`src/rtl/fdp_pkg.sv`:
```
package fdp_pkg;
    typedef enum logic [2:0] {
        ST_IDLE,
        ST_ISSUE_READ,
        ST_WAIT_DATA,
        ST_CHECK,
        ST_CONFIRM_READ,
        ST_DONE,
        ST_FAIL
    } fdp_state_t;
endpackage

```
`src/rtl/fdp_read_port.sv`:
```
// Request/acknowledge read master: one outstanding read, word captured on ack.
module fdp_read_port #(
    parameter int DATA_W = 32
) (
    input  logic              clk,
    input  logic              rst_n,
    input  logic              launch_i,
    input  logic              ack_i,
    input  logic [DATA_W-1:0] data_i,
    output logic              req_o,
    output logic              valid_o,
    output logic [DATA_W-1:0] word_o
);
    logic              req_q;
    logic              valid_q;
    logic [DATA_W-1:0] word_q;

    always_ff @(posedge clk) begin
        if (!rst_n) begin
            req_q   <= 1'b0;
            valid_q <= 1'b0;
            word_q  <= '0;
        end else begin
            valid_q <= req_q & ack_i;
            if (req_q & ack_i) begin
                req_q  <= 1'b0;
                word_q <= data_i;
            end else if (launch_i) begin
                req_q <= 1'b1;
            end
        end
    end

    assign req_o   = req_q;
    assign valid_o = valid_q;
    assign word_o  = word_q;
endmodule

```
`src/rtl/fdp_poll_counter.sv`:
```
// Counts status reads of one run and flags when the limit is used up.
module fdp_poll_counter #(
    parameter int CNT_W = 16
) (
    input  logic             clk,
    input  logic             rst_n,
    input  logic             clear_i,
    input  logic             step_i,
    input  logic [CNT_W-1:0] limit_i,
    output logic             expired_o
);
    logic [CNT_W-1:0] count_q;

    always_ff @(posedge clk) begin
        if (!rst_n) begin
            count_q <= '0;
        end else if (clear_i) begin
            count_q <= '0;
        end else if (step_i) begin
            count_q <= count_q + 1'b1;
        end
    end

    assign expired_o = (count_q >= limit_i);
endmodule

```
`src/rtl/fdp_status_eval.sv`:
```
// Decodes the completion flag and the full-word match for the current mode.
module fdp_status_eval #(
    parameter int DATA_W   = 32,
    parameter int FLAG_BIT = 7
) (
    input  logic              erase_i,
    input  logic [DATA_W-1:0] expect_i,
    input  logic [DATA_W-1:0] word_i,
    output logic              flag_ok_o,
    output logic              word_ok_o
);
    logic [DATA_W-1:0] target;

    always_comb begin
        target    = erase_i ? {DATA_W{1'b1}} : expect_i;
        flag_ok_o = (word_i[FLAG_BIT] == target[FLAG_BIT]);
        word_ok_o = (word_i == target);
    end
endmodule

```
`src/rtl/flash_done_poller.sv`:
```
module flash_done_poller
    import fdp_pkg::*;
#(
    parameter int DATA_W   = 32,
    parameter int ADDR_W   = 20,
    parameter int CNT_W    = 16,
    parameter int FLAG_BIT = 7
) (
    input  logic              clk,
    input  logic              rst_n,
    input  logic              start_i,
    input  logic              op_erase_i,
    input  logic [DATA_W-1:0] exp_data_i,
    input  logic [ADDR_W-1:0] addr_i,
    input  logic [CNT_W-1:0]  poll_limit_i,
    output logic              rd_req_o,
    output logic [ADDR_W-1:0] rd_addr_o,
    input  logic              rd_ack_i,
    input  logic [DATA_W-1:0] rd_data_i,
    output logic              busy_o,
    output logic              done_o,
    output logic              pass_o,
    output logic              timeout_o
);
    fdp_state_t state_q, state_d;

    logic              erase_q;
    logic [DATA_W-1:0] exp_q;
    logic [ADDR_W-1:0] addr_q;
    logic [CNT_W-1:0]  limit_q;
    logic              confirm_q;
    logic              timed_out_q;

    logic              take_start;
    logic              launch;
    logic              step;
    logic              expired;
    logic              rd_valid;
    logic [DATA_W-1:0] rd_word;
    logic              flag_ok;
    logic              word_ok;

    assign take_start = (state_q == ST_IDLE) && start_i;
    assign step       = (state_q == ST_ISSUE_READ) && !expired;
    assign launch     = step || (state_q == ST_CONFIRM_READ);

    fdp_read_port #(.DATA_W(DATA_W)) rd_port_i (
        .clk     (clk),
        .rst_n   (rst_n),
        .launch_i(launch),
        .ack_i   (rd_ack_i),
        .data_i  (rd_data_i),
        .req_o   (rd_req_o),
        .valid_o (rd_valid),
        .word_o  (rd_word)
    );

    fdp_poll_counter #(.CNT_W(CNT_W)) poll_cnt_i (
        .clk      (clk),
        .rst_n    (rst_n),
        .clear_i  (take_start),
        .step_i   (step),
        .limit_i  (limit_q),
        .expired_o(expired)
    );

    fdp_status_eval #(.DATA_W(DATA_W), .FLAG_BIT(FLAG_BIT)) eval_i (
        .erase_i  (erase_q),
        .expect_i (exp_q),
        .word_i   (rd_word),
        .flag_ok_o(flag_ok),
        .word_ok_o(word_ok)
    );

    // Run context, captured once per start
    always_ff @(posedge clk) begin
        if (!rst_n) begin
            erase_q     <= 1'b0;
            exp_q       <= '0;
            addr_q      <= '0;
            limit_q     <= '0;
            confirm_q   <= 1'b0;
            timed_out_q <= 1'b0;
        end else begin
            if (take_start) begin
                erase_q     <= op_erase_i;
                exp_q       <= exp_data_i;
                addr_q      <= addr_i;
                limit_q     <= poll_limit_i;
                confirm_q   <= 1'b0;
                timed_out_q <= 1'b0;
            end
            if (state_q == ST_CONFIRM_READ) begin
                confirm_q <= 1'b1;
            end
            if ((state_q == ST_ISSUE_READ) && expired) begin
                timed_out_q <= 1'b1;
            end
        end
    end

    // State register
    always_ff @(posedge clk) begin
        if (!rst_n) begin
            state_q <= ST_IDLE;
        end else begin
            state_q <= state_d;
        end
    end

    // Next-state logic
    always_comb begin
        state_d = state_q;
        unique case (state_q)
            ST_IDLE: begin
                if (start_i) begin
                    state_d = ST_ISSUE_READ;
                end
            end
            ST_ISSUE_READ: begin
                state_d = expired ? ST_FAIL : ST_WAIT_DATA;
            end
            ST_WAIT_DATA: begin
                if (rd_valid) begin
                    if (confirm_q) begin
                        state_d = word_ok ? ST_DONE : ST_FAIL;
                    end else begin
                        state_d = ST_CHECK;
                    end
                end
            end
            ST_CHECK: begin
                state_d = flag_ok ? ST_CONFIRM_READ : ST_ISSUE_READ;
            end
            ST_CONFIRM_READ: begin
                state_d = ST_WAIT_DATA;
            end
            ST_DONE: begin
                state_d = ST_IDLE;
            end
            ST_FAIL: begin
                state_d = ST_IDLE;
            end
            default: begin
                state_d = ST_IDLE;
            end
        endcase
    end

    // Outputs
    always_comb begin
        rd_addr_o = addr_q;
        busy_o    = 1'b0;
        done_o    = 1'b0;
        pass_o    = 1'b0;
        timeout_o = 1'b0;
        unique case (state_q)
            ST_IDLE: begin
            end
            ST_ISSUE_READ, ST_WAIT_DATA, ST_CHECK, ST_CONFIRM_READ: begin
                busy_o = 1'b1;
            end
            ST_DONE: begin
                done_o = 1'b1;
                pass_o = 1'b1;
            end
            ST_FAIL: begin
                done_o    = 1'b1;
                timeout_o = timed_out_q;
            end
            default: begin
            end
        endcase
    end
endmodule

```
`config.mk`:
```
export PLATFORM = sky130hd
export DESIGN_NAME = flash_done_poller
export DESIGN_NICKNAME = d
export VERILOG_FILES = /design/src/rtl/fdp_pkg.sv /design/src/rtl/fdp_read_port.sv /design/src/rtl/fdp_poll_counter.sv /design/src/rtl/fdp_status_eval.sv /design/src/rtl/flash_done_poller.sv
export SDC_FILE = /design/constraint.sdc
export NUM_CORES = 1
export LEC_CHECK = 0
export CAP_MARGIN = 25
export CORE_MARGIN = 2
export CORE_UTILIZATION = 31
export DETAILED_ROUTE_END_ITERATION = 8
export GPL_TIMING_DRIVEN = 0
export HOLD_SLACK_MARGIN = 0.02
export PLACE_DENSITY = 0.65
export SYNTH_ARGS = -nofsm -noshare
export SYNTH_HDL_FRONTEND = slang
export SYNTH_SLANG_ARGS = --single-unit
```
`constraint.sdc`:
```
create_clock -name clk -period 3.4 [get_ports clk]
set_clock_uncertainty 0.1 [all_clocks]
set_input_delay 0.68 -clock clk [delete_from_list [all_inputs] [get_ports clk]]
set_output_delay 0.68 -clock clk [all_outputs]
set_load 0.01 [all_outputs]
```
==> metrics.md <==
| Metric | Value |
|---|---|
| CTS Sinks | `124` |
| Final setup TNS | `0 ns` |
| Internal | `3.41 mW` |
| Synthesized net count | `806` |
| DRT Pass-1 Iters | `5` |
| Proportion of power drawn by flip-flops and latches | `36.3%` |
| CP peak stage delay | `0.53 ns` |
| Worst hold-check path type | `register to register` |
| Setup CP Type | `register to register` |
| Total Routing Usage GR | `16.9%` |
| Worst r2r src | `poll_cnt_i.count_q[0]` |
| DRC Markers | `0` |
| Power Density | `630 mW/mm²` |
| Startpoint Class | `register` |
| Top post-synthesis cells by area | `dfxtp_1 (43%), nand2_1 (11%), a21boi_0 (9.0%), a22o_1 (4.9%), ha_1 (3.7%)` |
| Yosys warns | `0` |
| Drt total wl | `16,500 µm` |
| Final period util | `85.0%` |
| Pleak | `2.92 nW` |
| H-tree depth | `4` |
| Slowest CP cell | `a2111oi_4` |
| Main synth FF type | `dfxtp_1` |
| N_diodes | `0` |
| Vias in the first global route | `5,007` |
| Ys async rst share | `0%` |
| Iter 0 DRT Violations | `304` |
| Mapped Cells | `684` |
| GPL Wtd Cong | `0.810` |
| Final setup margin | `0.509 ns` |
| Via-per-instance ratio | `4.98` |
| Req. time, crit path | `3.65 ns` |
| Clock latency on the worst-skew pair | `0.42 ns` |
| DPL Wire Length | `11,900 µm` |
| Max-Slew Margin vs Limit | `55.7%` |
| Unrepaired setup endpoints after global routing | `no` |
| Worst-case clock buffer depth | `2` |
| Post-CTS sizing | `0` |
| Worst path top cell family by delay | `compound AO/OA/AOI/OAI gates` |
| Synth Register Bits | `124` |
| FF-to-FF setup slack | `0.51 ns` |
| Area share of the leading cell type in the synthesized netlist | `43.1%` |
| Total CTS buffers | `17` |
| ANT nets after route | `0` |
| Place WS | `0.226 ns` |
| Global-route wire length before repair | `26,000 µm` |
| Endpoints failing hold | `0` |
| Total core area | `0.0181 mm²` |
| Fin. max-slew vios | `0` |
| Reg clk slew, reported paths | `0.06 ns` |
| Synth area leader | `dfxtp_1` |
| Die height | `140 µm` |
| Worst-path fanout max | `10` |
| CTS root buf | `clkbuf_16` |
| WP data arrival | `3.14 ns` |
| Nets | `954` |
| VDD IR max | `0.000400 V` |
| Most frequent cells after synthesis | `nand2_1 (164), dfxtp_1 (124), a21boi_0 (69)` |
| Largest net degree at the start of global routing | `17` |
| Combinational Power Share | `26.3%` |
| Share of cells above drive strength 1 | `4.85%` |
| Period minus WS final | `2.89 ns` |
| CTS tree | `built` |
| Top Ports | `130` |
| Critical Path End Type | `register` |
| Launch point of the worst path | `poll_cnt_i.count_q[0]` |
| Port Buffers | `129` |
| Sw frac | `31.8%` |
| Post-DR wirelength/cell | `15.4 µm` |
| Final Instance Count excl. Fillers | `1,074` |
| Die span in x | `140 µm` |
| Initial antenna violation count | `0` |
| Row count | `49` |
| DR vias | `5,352` |
| Setup bufs post-CTS | `0` |
| Synthesized area | `0.00576 mm²` |
| Post-synth EDFFs | `0` |
| Worst Tran Pin Value | `0.664 ns` |
| Outcome | `completed` |
| Startpoint of the worst hold path | `rd_addr_o[6]` |
| Total gr overflow | `0` |
| Initial Util | `31.9%` |
| Sequential fraction of the synthesis area | `43.1%` |
| Setup Viol. Count Final | `0` |
| Synth Area per Inst | `8.42 µm²` |
| Worst path cell trace | `inv_1 > ha_1 > nand2b_4 > a211oi_2 > o21bai_1 > a2111oi_4 > o211ai_2 > buf_6 > or4_1 > a21oi_1` |
| Max-Cap Viols | `0` |
| Placed Cells | `1,042` |
| Synth cell types | `52` |
| DIE AREA | `0.0197 mm²` |
| Count leader, synth | `nand2_1` |
| Switch Pwr | `1.59 mW` |
| Clk network pwr share | `37.4%` |
| CP Buf/Inv Count | `2` |
| # hold bufs at CTS | `0` |
| Fmax | `346 MHz` |
| Area growth syn-to-layout | `37.9%` |
-- power by group through the flow --
| stage | Combinational [mW] | Sequential (mW) | Clock (mW) |
|---|---|---|---|
| 2_1_floorplan | 0.796 | 1.83 | 0 |
| 3_3_place_gp | 1.30 | 1.84 | 0 |
| 3_5_place_dp | 1.31 | 1.84 | 0 |
| 4_1_cts | 1.32 | 1.81 | 1.90 |
| 5_1_grt | 1.46 | 1.84 | 1.97 |
| 6_report | 1.31 | 1.82 | 1.87 |
-- routing by layer --
| layer | track usage [%] | part of all wire, % | wire length [µm] | vias to the layer above |
|---|---|---|---|---|
| met5 | 0 | 0 | 0 | - |
| met1 | 22.1 | 46 | 7670 | 2454 |
| li1 | - | - | - | 2728 |
| met4 | 5.79 | 1.8 | 295 | 0 |
| met2 | 26.4 | 46 | 7640 | 150 |
| met3 | 5.13 | 5.5 | 900 | 20 |
-- cell usage in the layout, fill, tap and decap left out, drive strengths merged, types with 8 or more instances in the layout --
master         instances
nand2                164
clkdlybuf4s50        129
dfxtp                124
a21boi                70
clkbuf                55
a22o                  32
a21oi                 31
inv                   23
o21ai                 21
nor3                  19
ha                    17
nor2                  16
nand3                 16
xor2                  15
nor4                   8
a31oi                  8
-- metrics by stage --
stage                     util, %  instance area, µm²  hold WS [ns]  power (mW)
after floorplan                 -                5760         0.334        2.62
after global placement       40.6                7340         0.350        3.13
after detailed placement     40.6                7340         0.358        3.16
after CTS                    43.9                7950         0.366        5.04
after global routing         43.9                7950         0.381        5.28
final                        43.9                7950         0.362        5.00
-- worst reg2reg max path: stages (launching register included) --
cell       delay, ns
dfxtp_1         0.36
inv_1           0.08
ha_1            0.28
nand2b_4        0.14
a211oi_2        0.21
o21bai_1        0.14
a2111oi_4       0.53
o211ai_2        0.17
buf_6           0.17
or4_1           0.49
a21oi_1         0.15
-- registers in the layout (all words and copies together), names as in the netlist --
signal / cells
poll_cnt_i.count_q: 16
rd_port_i.word_o: 32
rd_addr_o: 20
rd_port_i.valid_o: 1
state_q: 3
timed_out_q: 1
limit_q: 16
erase_q: 1
exp_q: 32
confirm_q: 1
rd_port_i.req_o: 1
-- path summary, 6_finish.rpt --
path         cells after the start                endpoint
max                             10  poll_cnt_i.count_q[13]
min                              2            rd_addr_o[6]
max reg2reg                     10  poll_cnt_i.count_q[13]
min reg2reg                      2            rd_addr_o[6]
-- final cells by class --
class	instances	area [µm²]
fill	1768	10100
timing repair buffer	129	1290
sequential	124	2480
inverter	20	75.1
clock buffer	19	443
multi-input combinational	500	3050
clock inverter	13	164
buffer	40	158
tap	229	287
-- logic make-up (layout without fill, tap and decap cells) --
group	after synthesis	in the layout	share of synthesized area (%)
compound gates	203	203	25.9
xor+xnor	19	19	2.89
fa+ha+maj	17	17	3.69
buf+inv	60	221	4.04
flops	124	124	43.1
mux	2	2	0.369
simple gates	259	259	20.0
No activity file was read; power rests on OpenSTA's default activity.
